### src/rtl/disp_irq_pkg.sv
// Package: shared constants and types of the display interrupt controller.
// Assumes four interrupt sources and a 2-bit alias address.
package disp_irq_pkg;
    localparam int NSRC      = 4;
    localparam int SRC_OVF   = 0;
    localparam int SRC_UNF   = 1;
    localparam int SRC_FRM   = 2;
    localparam int SRC_VSY   = 3;
    localparam int EN_LSB    = NSRC;
    localparam int BUSY_POS  = 2 * NSRC;
    localparam int STYLE_POS = 2 * NSRC + 1;
    localparam int CFG_W     = 2 * NSRC + 2;

    typedef enum logic [1:0] {
        MODE_SYS    = 2'd0,
        MODE_VSYNC  = 2'd1,
        MODE_DOTCLK = 2'd2,
        MODE_DVI    = 2'd3
    } disp_mode_e;

    typedef enum logic [1:0] {
        AD_BASE = 2'd0,
        AD_SET  = 2'd1,
        AD_CLR  = 2'd2,
        AD_NONE = 2'd3
    } reg_alias_e;
endpackage

### src/rtl/disp_irq_src_sel.sv
// Module: routes raw event pulses onto the four interrupt sources
// according to the display mode. Purely combinational.
// Assumes event inputs are single-cycle pulses.
module disp_irq_src_sel
    import disp_irq_pkg::*;
#(
    parameter int N = NSRC
) (
    input  logic [1:0]   mode_i,
    input  logic         ovf_ev_i,
    input  logic         unf_ev_i,
    input  logic         vblank_ev_i,
    input  logic         xfer_done_ev_i,
    input  logic         vsync_lead_ev_i,
    input  logic         field_start_ev_i,
    output logic [N-1:0] src_ev_o
);
    disp_mode_e mode;
    assign mode = disp_mode_e'(mode_i);

    // Purpose: choose the frame-done and VSYNC-edge triggers by mode.
    always_comb begin
        src_ev_o          = '0;
        src_ev_o[SRC_OVF] = ovf_ev_i;
        src_ev_o[SRC_UNF] = unf_ev_i;
        case (mode)
            MODE_SYS: begin
                src_ev_o[SRC_FRM] = xfer_done_ev_i;
                src_ev_o[SRC_VSY] = 1'b0;
            end
            MODE_VSYNC: begin
                src_ev_o[SRC_FRM] = xfer_done_ev_i;
                src_ev_o[SRC_VSY] = vsync_lead_ev_i;
            end
            MODE_DOTCLK: begin
                src_ev_o[SRC_FRM] = vblank_ev_i;
                src_ev_o[SRC_VSY] = vsync_lead_ev_i;
            end
            default: begin
                src_ev_o[SRC_FRM] = vblank_ev_i;
                src_ev_o[SRC_VSY] = field_start_ev_i;
            end
        endcase
    end
endmodule

### src/rtl/disp_irq_status.sv
// Module: sticky status bits, one per source. An event or a set request
// sets a bit; a clear request clears it; event/set take priority.
// Assumes synchronous active-low reset.
module disp_irq_status #(
    parameter int N = 4
) (
    input  logic         clk,
    input  logic         rst_n,
    input  logic [N-1:0] ev_i,
    input  logic [N-1:0] set_i,
    input  logic [N-1:0] clr_i,
    output logic [N-1:0] status_o
);
    for (genvar g = 0; g < N; g++) begin : g_bit
        // Purpose: hold one sticky bit with set-over-clear priority.
        always_ff @(posedge clk) begin
            if (!rst_n)                   status_o[g] <= 1'b0;
            else if (ev_i[g] || set_i[g]) status_o[g] <= 1'b1;
            else if (clr_i[g])            status_o[g] <= 1'b0;
        end

        p_evwins_r10: assert property (@(posedge clk) disable iff (!rst_n)
            ev_i[g] |=> status_o[g]);
        p_set_r11: assert property (@(posedge clk) disable iff (!rst_n)
            set_i[g] |=> status_o[g]);
        p_clr_r2: assert property (@(posedge clk) disable iff (!rst_n)
            (clr_i[g] && !ev_i[g] && !set_i[g]) |=> !status_o[g]);
        p_keep_r2: assert property (@(posedge clk) disable iff (!rst_n)
            (status_o[g] && !clr_i[g]) |=> status_o[g]);
    end
endmodule

### src/rtl/disp_irq_cfg.sv
// Module: configuration fields of the base address: per-source enables,
// busy enable and bus-style select. The style select is locked while run.
// Assumes synchronous active-low reset.
module disp_irq_cfg #(
    parameter int N = 4
) (
    input  logic         clk,
    input  logic         rst_n,
    input  logic         run_i,
    input  logic         wr_i,
    input  logic [N-1:0] en_d_i,
    input  logic         busy_d_i,
    input  logic         style_d_i,
    output logic [N-1:0] en_o,
    output logic         busy_o,
    output logic         style_o
);
    // Purpose: load enables and busy enable on a base-address write.
    always_ff @(posedge clk) begin
        if (!rst_n) begin
            en_o   <= '0;
            busy_o <= 1'b0;
        end else if (wr_i) begin
            en_o   <= en_d_i;
            busy_o <= busy_d_i;
        end
    end

    // Purpose: load the bus-style select only while the interface is idle.
    always_ff @(posedge clk) begin
        if (!rst_n)              style_o <= 1'b0;
        else if (wr_i && !run_i) style_o <= style_d_i;
    end

    p_style_lock_r8: assert property (@(posedge clk) disable iff (!rst_n)
        run_i |=> $stable(style_o));
    p_en_load_r7: assert property (@(posedge clk) disable iff (!rst_n)
        wr_i |=> (en_o == $past(en_d_i)));
endmodule

### src/rtl/disp_irq_ctrl.sv
// Module: top of the display interrupt controller. Decodes the write
// aliases, assembles the read value and registers the combined interrupt.
// Assumes DATA_W is at least CFG_W bits; the upper bits are reserved.
module disp_irq_ctrl
    import disp_irq_pkg::*;
#(
    parameter int DATA_W = 16
) (
    input  logic              clk,
    input  logic              rst_n,
    input  logic [1:0]        mode_i,
    input  logic              run_i,
    input  logic              ovf_ev_i,
    input  logic              unf_ev_i,
    input  logic              vblank_ev_i,
    input  logic              xfer_done_ev_i,
    input  logic              vsync_lead_ev_i,
    input  logic              field_start_ev_i,
    input  logic              wr_en_i,
    input  logic [1:0]        wr_addr_i,
    input  logic [DATA_W-1:0] wr_data_i,
    output logic [DATA_W-1:0] rd_data_o,
    output logic              busy_en_o,
    output logic              bus_style_o,
    output logic              irq_o
);
    localparam int RSV_W = DATA_W - CFG_W;

    logic [NSRC-1:0] src_ev;
    logic [NSRC-1:0] status;
    logic [NSRC-1:0] enable;
    logic [NSRC-1:0] set_req;
    logic [NSRC-1:0] clr_req;
    logic            wr_base;
    logic            unused_wr_bits;

    // Purpose: decode the alias address into base, set and clear strobes.
    always_comb begin
        wr_base = wr_en_i && (reg_alias_e'(wr_addr_i) == AD_BASE);
        set_req = (wr_en_i && (reg_alias_e'(wr_addr_i) == AD_SET))
                  ? wr_data_i[NSRC-1:0] : '0;
        clr_req = (wr_en_i && (reg_alias_e'(wr_addr_i) == AD_CLR))
                  ? wr_data_i[NSRC-1:0] : '0;
    end

    if (RSV_W > 0) begin : g_rsv
        assign unused_wr_bits = ^wr_data_i[DATA_W-1:CFG_W];
    end else begin : g_norsv
        assign unused_wr_bits = 1'b0;
    end

    disp_irq_src_sel #(.N(NSRC)) u_sel (
        .mode_i           (mode_i),
        .ovf_ev_i         (ovf_ev_i),
        .unf_ev_i         (unf_ev_i),
        .vblank_ev_i      (vblank_ev_i),
        .xfer_done_ev_i   (xfer_done_ev_i),
        .vsync_lead_ev_i  (vsync_lead_ev_i),
        .field_start_ev_i (field_start_ev_i),
        .src_ev_o         (src_ev)
    );

    disp_irq_status #(.N(NSRC)) u_stat (
        .clk      (clk),
        .rst_n    (rst_n),
        .ev_i     (src_ev),
        .set_i    (set_req),
        .clr_i    (clr_req),
        .status_o (status)
    );

    disp_irq_cfg #(.N(NSRC)) u_cfg (
        .clk       (clk),
        .rst_n     (rst_n),
        .run_i     (run_i),
        .wr_i      (wr_base),
        .en_d_i    (wr_data_i[EN_LSB +: NSRC]),
        .busy_d_i  (wr_data_i[BUSY_POS]),
        .style_d_i (wr_data_i[STYLE_POS]),
        .en_o      (enable),
        .busy_o    (busy_en_o),
        .style_o   (bus_style_o)
    );

    // Purpose: assemble the read value with reserved bits forced to zero.
    always_comb begin
        rd_data_o                      = '0;
        rd_data_o[NSRC-1:0]            = status;
        rd_data_o[EN_LSB +: NSRC]      = enable;
        rd_data_o[BUSY_POS]            = busy_en_o;
        rd_data_o[STYLE_POS]           = bus_style_o;
    end

    // Purpose: register the OR of enabled status bits as the interrupt.
    always_ff @(posedge clk) begin
        if (!rst_n) irq_o <= 1'b0;
        else        irq_o <= |(status & enable);
    end

    p_irq_on_r9: assert property (@(posedge clk) disable iff (!rst_n)
        (|(status & enable)) |=> irq_o);
    p_irq_off_r9: assert property (@(posedge clk) disable iff (!rst_n)
        !(|(status & enable)) |=> !irq_o);
    p_frm_vblank_r3: assert property (@(posedge clk) disable iff (!rst_n)
        (mode_i[1] && vblank_ev_i) |=> status[SRC_FRM]);
    p_frm_xfer_r4: assert property (@(posedge clk) disable iff (!rst_n)
        (!mode_i[1] && xfer_done_ev_i) |=> status[SRC_FRM]);
    p_vsy_field_r5: assert property (@(posedge clk) disable iff (!rst_n)
        ((mode_i == 2'd3) && field_start_ev_i) |=> status[SRC_VSY]);
    p_fifo_r6: assert property (@(posedge clk) disable iff (!rst_n)
        (ovf_ev_i && unf_ev_i) |=> (status[SRC_OVF] && status[SRC_UNF]));
endmodule

### config.mk
export PLATFORM = sky130hd
export DESIGN_NAME = disp_irq_ctrl
export DESIGN_NICKNAME = d
export VERILOG_FILES = /design/src/rtl/disp_irq_pkg.sv /design/src/rtl/disp_irq_src_sel.sv /design/src/rtl/disp_irq_status.sv /design/src/rtl/disp_irq_cfg.sv /design/src/rtl/disp_irq_ctrl.sv
export SDC_FILE = /design/constraint.sdc
export NUM_CORES = 1
export LEC_CHECK = 0
export BUFFER_PORTS_ARGS = -buffer_cell sky130_fd_sc_hd__buf_2
export CORE_MARGIN = 10
export CORE_UTILIZATION = 36
export CTS_CLUSTER_DIAMETER = 80
export DETAILED_ROUTE_END_ITERATION = 16
export PLACE_DENSITY = 0.82
export REMOVE_ABC_BUFFERS = 1
export SYNTH_ARGS = -nofsm -noshare
export SYNTH_HDL_FRONTEND = slang
export SYNTH_SLANG_ARGS = --single-unit
### constraint.sdc
create_clock -name clk -period 0.95 [get_ports clk]
set_input_delay 0.095 -clock clk [delete_from_list [all_inputs] [get_ports clk]]
set_output_delay 0.095 -clock clk [all_outputs]
set_load 0.05 [all_outputs]
==> results_dict.tcl, run 1 <==
set metrics [dict create \
    outcome "complete, but fails checks" \
    violations "setup timing" \
    hold_path.class "in -> reg" \
    clk_latency_ns 0.27 \
    fmax_mhz 1050 \
    synth_top_area_cell "dfxtp_1" \
    stdcell_area_sq_um 877 \
    synth_edf_count 0 \
    start_util_pct 37.8 \
    yosysTopAreaCellShare_pct 39.1 \
    drive_above_1_share_pct 56.0 \
    clockRootBuffer "clkbuf_4" \
    dieArea_sq_um 3550 \
    drt_first_pass_iters 3 \
    dp_slack_ns -0.0573 \
    path_cells "clkbuf_4" \
    cts_tree "built" \
    synth-compound-area-share_pct 12.0 \
    finClkSkew_ns 0.00209 \
    period_needed_ns 0.952 \
    cp.buffers_inverters 1 \
    maxCapViolations 0 \
    synthTopCellsByCount "11 x dfxtp_1, 9 x nor2_1, 8 x buf_4, 6 x mux2i_1" \
    synth_top_family_by_area "simple AND/OR/NAND/NOR gates" \
    drcViolationCount 0 \
    area_growth_pct 55.8 \
    drtIter0Drc 3 \
    syn_avg_cell_area_sq_um 9.88 \
    synthTopCellsByArea "dfxtp_1 39%, mux2i_1 11%, buf_4 11%" \
    wire_per_inst_um 14.4 \
    grt_max_degree 12 \
    critPathKind "reg -> out" \
    p_int_w 0.000793 \
    p_leak_nw 0.409 \
    worstPathArrival_ns 0.86 \
    syn_area_sq_um 563 \
    place_area_sq_um 771 \
    grt-ovfl-total 0 \
    synthFlopType "dfxtp_1" \
    htree_levels 1 \
    yosysMostFrequentCell "dfxtp_1" \
    grt_pass1_wl_mm 2.64 \
    ant_nets 0 \
    synth-adder-area-share_pct 0 \
    ys_seq_elements 11 \
    pwr-share-seq_pct 42.8 \
    comb_power_share_pct 30.4 \
    endpoint_kind "primary output" \
    via_count 569 \
    die_w_um 59.5 \
    fin_nets 131 \
    synth-seq-area-share_pct 39.1 \
    gp_congestion 0.704 \
    die_h_um 59.5 \
    rsz0062_at_grt "yes" \
    synthSimpleGateAreaFrac_pct 21.6 \
    cp_max_fo 3 \
    p_clk_share_pct 26.8 \
    cts_max_path_buffers 2 \
    p_sw_share_pct 33.9 \
    cp_slowest_stage_delay_ns 0.35 \
    worst_ep_required_time_ns 0.85 \
    path_clk_slew_ns 0.07 \
    maxSlewViolCount 0 \
    post-dp-hpwl_mm 1.40 \
    synth_cell_types 19 \
    synth_warnings 0 \
    slowest_stage "dfxtp_1" \
    synth_cells 57 \
    period_share_pct 100 \
    critical-path-top-delay-family "flip-flops" \
    hold_viol 0 \
    net-switching-power_w 0.000406 \
    vias_per_cell 4.91 \
    irDropWorstVdd_uv 577 \
    io_buffer_count 36 \
    fp-row-count 14 \
    async_reset_ff_share_pct 0 \
    finalSetupViolCount 2 \
    ioPinCount 49 \
    grt_usage_pct 9.48 \
    powerDensity_nw_per_um2 1370 \
    grt_pass1_vias 625 \
    synth_xor_area_share_pct 0 \
    antenna_found_initial 0 \
    fin_ws_ns -0.00214 \
    synthMuxAreaShare_pct 14.7 \
    core_sq_um 1490 \
    n_antenna_cell 0 \
    cts_sinks 11 \
    start_kind "flop" \
    cts_buffers 3 \
    wirelength_mm 1.67 \
]
## worst reg2reg max path, delay by kind of cell, from the launching register on
kind | cells | cell delay (ns)
compound gates | 3 | 0.40
flops | 1 | 0.35
## per-layer routing
metal  GRT usage (%)  up-vias  wire [um]
met4            3.85        0         17
met2            15.8       27        828
met3            5.15        4        222
met5               0        -          0
li1                -      281          -
met1            9.65      257        596
## cell usage in the layout, fill, tap and decap left out, drive strengths merged, types with 3 or more instances in the layout
| master | instances |
|---|---|
| dfxtp | 11 |
| nand4b | 3 |
| conb | 6 |
| mux2i | 6 |
| clkbuf | 6 |
| buf | 41 |
| a221oi | 3 |
| nor2 | 9 |
## kinds of logic (layout without fill, tap and decap cells)
family | count (synthesis) | in the layout
muxes | 8 | 8
buffers and inverters | 10 | 48
other | 1 | 6
AOI/OAI and AO/OA | 9 | 9
and+or+nand+nor | 18 | 18
DFF | 11 | 11
## registers in the layout, indices dropped and copies added (netlist names)
signal	count
u_cfg.style_o	1
u_stat.status_o	4
u_cfg.busy_o	1
irq_o	1
u_cfg.en_o	4
## through the flow
step	hold WS (ns)	utilization (%)	std cells	power, W	setup TNS [ns]
finish	0.0465	58.9	116	0.00120	-0.00378
CTS	0.0377	56.0	116	0.00120	-0.126
detailed placement	0.324	51.8	112	0.000850	-0.286
global placement	0.315	51.8	112	0.000842	-0.144
floorplan	0.221	-	53	0.000725	-1.09
global route	0.0693	58.9	116	0.00126	-0.0818
## path summary, 6_finish.rpt
path	startpoint	end	slack, ns	depth (start not counted)
max reg2reg	u_stat.status_o[3]	u_stat.status_o[3]	0.08	3
max	u_cfg.busy_o	busy_en_o	-0.002	1
min reg2reg	u_cfg.busy_o	u_cfg.busy_o	0.52	2
min	unf_ev_i	u_stat.status_o[1]	0.05	3
## power by group through the flow
stage               Clock [W]  Sequential (W)  Combinational, W
floorplan                   0        0.000605          0.000120
global placement            0        0.000513          0.000328
detailed placement          0        0.000516          0.000334
CTS                  0.000339        0.000508          0.000355
global route         0.000355        0.000517          0.000389
finish               0.000321        0.000513          0.000364
## layout make-up
cell class | instances | area [sq um]
Fill cell | 141 | 612
Timing Repair Buffer | 43 | 300
Clock buffer | 4 | 26.3
Tap cell | 16 | 20.0
Multi-Input combinational cell | 41 | 300
Inverter | 1 | 3.75
Sequential cell | 11 | 226
## repair_timing
action / 4_1_cts / 5_1_grt
hold endpoints to repair: 0 / 0
endpoints found under the setup margin: 12 / 13
gates cloned: 0 / 0
hold buffers: 0 / 0
gates resized for setup: 13 / 15
buffers inserted: 0 / 0
Note: power is estimated with default switching activity, not from simulation.
==> run 2: changes to the inputs <==
- TNS_END_PERCENT: default -> 30
==> run 2 against run 1 <==
- the flow now finishes without violations
- sequential share of layout area up 0.12 points
- cell area fell by 1.0%
- maximum frequency increased by 2.9%
- clock-buffer cell count unchanged
- sequential power is essentially flat
- routed wire length up 0.12%
- clock skew about the same
- hold slack barely moved
- power barely moved
- highest routed layer unchanged
==> results_dict.tcl, run 2 (same netlist as run 1, synthesis figures left out) <==
set metrics [dict create \
    grt_pass1_vias 625 \
    core_sq_um 1490 \
    cp_slowest_stage_delay_ns 0.35 \
    slowest_stage "dfxtp_1" \
    via_count 569 \
    reg.largest.list "u_cfg.en_o: 4 flops, u_stat.status_o: 4 flops" \
    rr_endpoint "u_stat.status_o[3]" \
    clk_latency_ns 0.27 \
    vias_per_cell 4.91 \
    n_antenna_cell 0 \
    endpoint_kind "primary output" \
    cp_max_fo 3 \
    io_buffer_count 36 \
    period_share_pct 97.4 \
    dieArea_sq_um 3550 \
    critPathKind "reg -> out" \
    power_w 0.00120 \
    outcome "finished, final reports clean" \
    cp.buffers_inverters 1 \
    gp_congestion 0.704 \
    crit_end "rd_data_o[8]" \
    wl_met1_um 622 \
    cts_tree "built" \
    drcViolationCount 0 \
    hold_viol 0 \
    cts_buffers 3 \
    post-dp-hpwl_mm 1.40 \
    rsz0062_at_grt "yes" \
    r2r_cells 3 \
    wl_met3_um 196 \
    start_kind "flop" \
    worst_ep_required_time_ns 0.85 \
    irDropWorstVdd_uv 577 \
    cts_setup_buffers 0 \
    grt_pass1_wl_mm 2.64 \
    p_leak_nw 0.408 \
    rr_startpoint "u_stat.status_o[3]" \
    ioPinCount 49 \
    wire_per_inst_um 14.4 \
    layout_commonest_cell "buf_2" \
    clockRootBuffer "clkbuf_4" \
    start_util_pct 37.8 \
    finalSetupViolCount 0 \
    antenna_found_initial 0 \
    path_cells "buf_4" \
    htree_levels 1 \
    tns_ns 0 \
    drt_first_pass_iters 3 \
    area_growth_pct 54.2 \
    worstPathArrival_ns 0.83 \
    cts_max_path_buffers 2 \
    maxCapViolations 0 \
    grt_max_degree 12 \
    fmax_mhz 1080 \
    path_clk_slew_ns 0.07 \
    cts_sinks 11 \
    maxSlewViolCount 0 \
    ff2ff_setup_slack_ns 0.08 \
    wirelength_mm 1.67 \
    route.met2.wl_um 831 \
    grt_usage_pct 9.48 \
    hold_path.class "in -> reg" \
    critical-path-top-delay-family "flip-flops" \
    finClkSkew_ns 0.00200 \
    fp-row-count 14 \
    powerDensity_nw_per_um2 1380 \
    final_cell_mix "24 x buf_2, 11 x buf_4, 9 x nor2_1" \
    die_w_um 59.5 \
    ant_nets 0 \
    cp.depth 1 \
    fin_nets 131 \
    die_h_um 59.5 \
    crit_path_start "u_cfg.busy_o" \
    drive_above_1_share_pct 55.0 \
    top_layer "met4" \
    period_needed_ns 0.925 \
    drtIter0Drc 3 \
    grt-ovfl-total 0 \
]
-- run 2: cell count changes in the layout (fill, tap and decap cells not counted) --
| cell | delta |
|---|---|
| dfxtp_2 | -1 |
| buf_4 | +4 |
| buf_6 | -2 |
| clkbuf_4 | -2 |
| dfxtp_1 | +1 |
-- run 2: area by class of cell --
type | instances | area [sq um]
timing repair buffer | 43 | 293
sequential | 11 | 225
inverter | 1 | 3.75
tap | 16 | 20.0
fill | 144 | 621
multi-input combinational | 41 | 300
clock buffer | 4 | 26.3
-- run 2: worst min path at each step --
stage | cells past startpoint | end | slack, ns | from
after CTS | 3 | u_stat.status_o[1] | 0.04 | unf_ev_i
after global routing | 3 | u_cfg.en_o[2] | 0.07 | wr_data_i[6]
after detailed placement | 3 | u_stat.status_o[1] | 0.32 | unf_ev_i
final | 3 | u_stat.status_o[1] | 0.05 | unf_ev_i
after floorplan | 2 | u_stat.status_o[0] | 0.22 | ovf_ev_i
after global placement | 3 | u_stat.status_o[0] | 0.31 | ovf_ev_i
-- run 2: repair_timing --
| item | 4_1_cts | 5_1_grt |
|---|---|---|
| setup endpoints to repair | 12 | 12 |
| hold buffers | 0 | 0 |
| resized for setup | 14 | 13 |
-- run 2: per-layer routing --
metal / GRT usage, % / vias up
met5: 0 / -
li1: - / 281
met4: 3.85 / 0
met2: 15.8 / 27
met3: 5.15 / 4
met1: 9.65 / 257
-- run 2: power by group --
group	switching [W]	internal (W)	total (W)
Sequential	0.0000244	0.000488	0.000513
Clock	0.000159	0.000163	0.000321
Combinational	0.000223	0.000141	0.000364
Total	0.000406	0.000792	0.00120
-- run 2: through the flow --
stage / cells / util (%) / hold slack (ns) / instance area, sq um / worst slack (ns)
finish: 116 / 58.3 / 0.0464 / 868 / 0.0248
global route: 116 / 58.3 / 0.0693 / 868 / -0.0159
CTS: 116 / 56.1 / 0.0377 / 835 / -0.0497
detailed placement: 112 / 51.8 / 0.324 / 771 / -0.0573
global placement: 112 / 51.8 / 0.315 / 771 / -0.0343
floorplan: 53 / - / 0.221 / 518 / -0.290
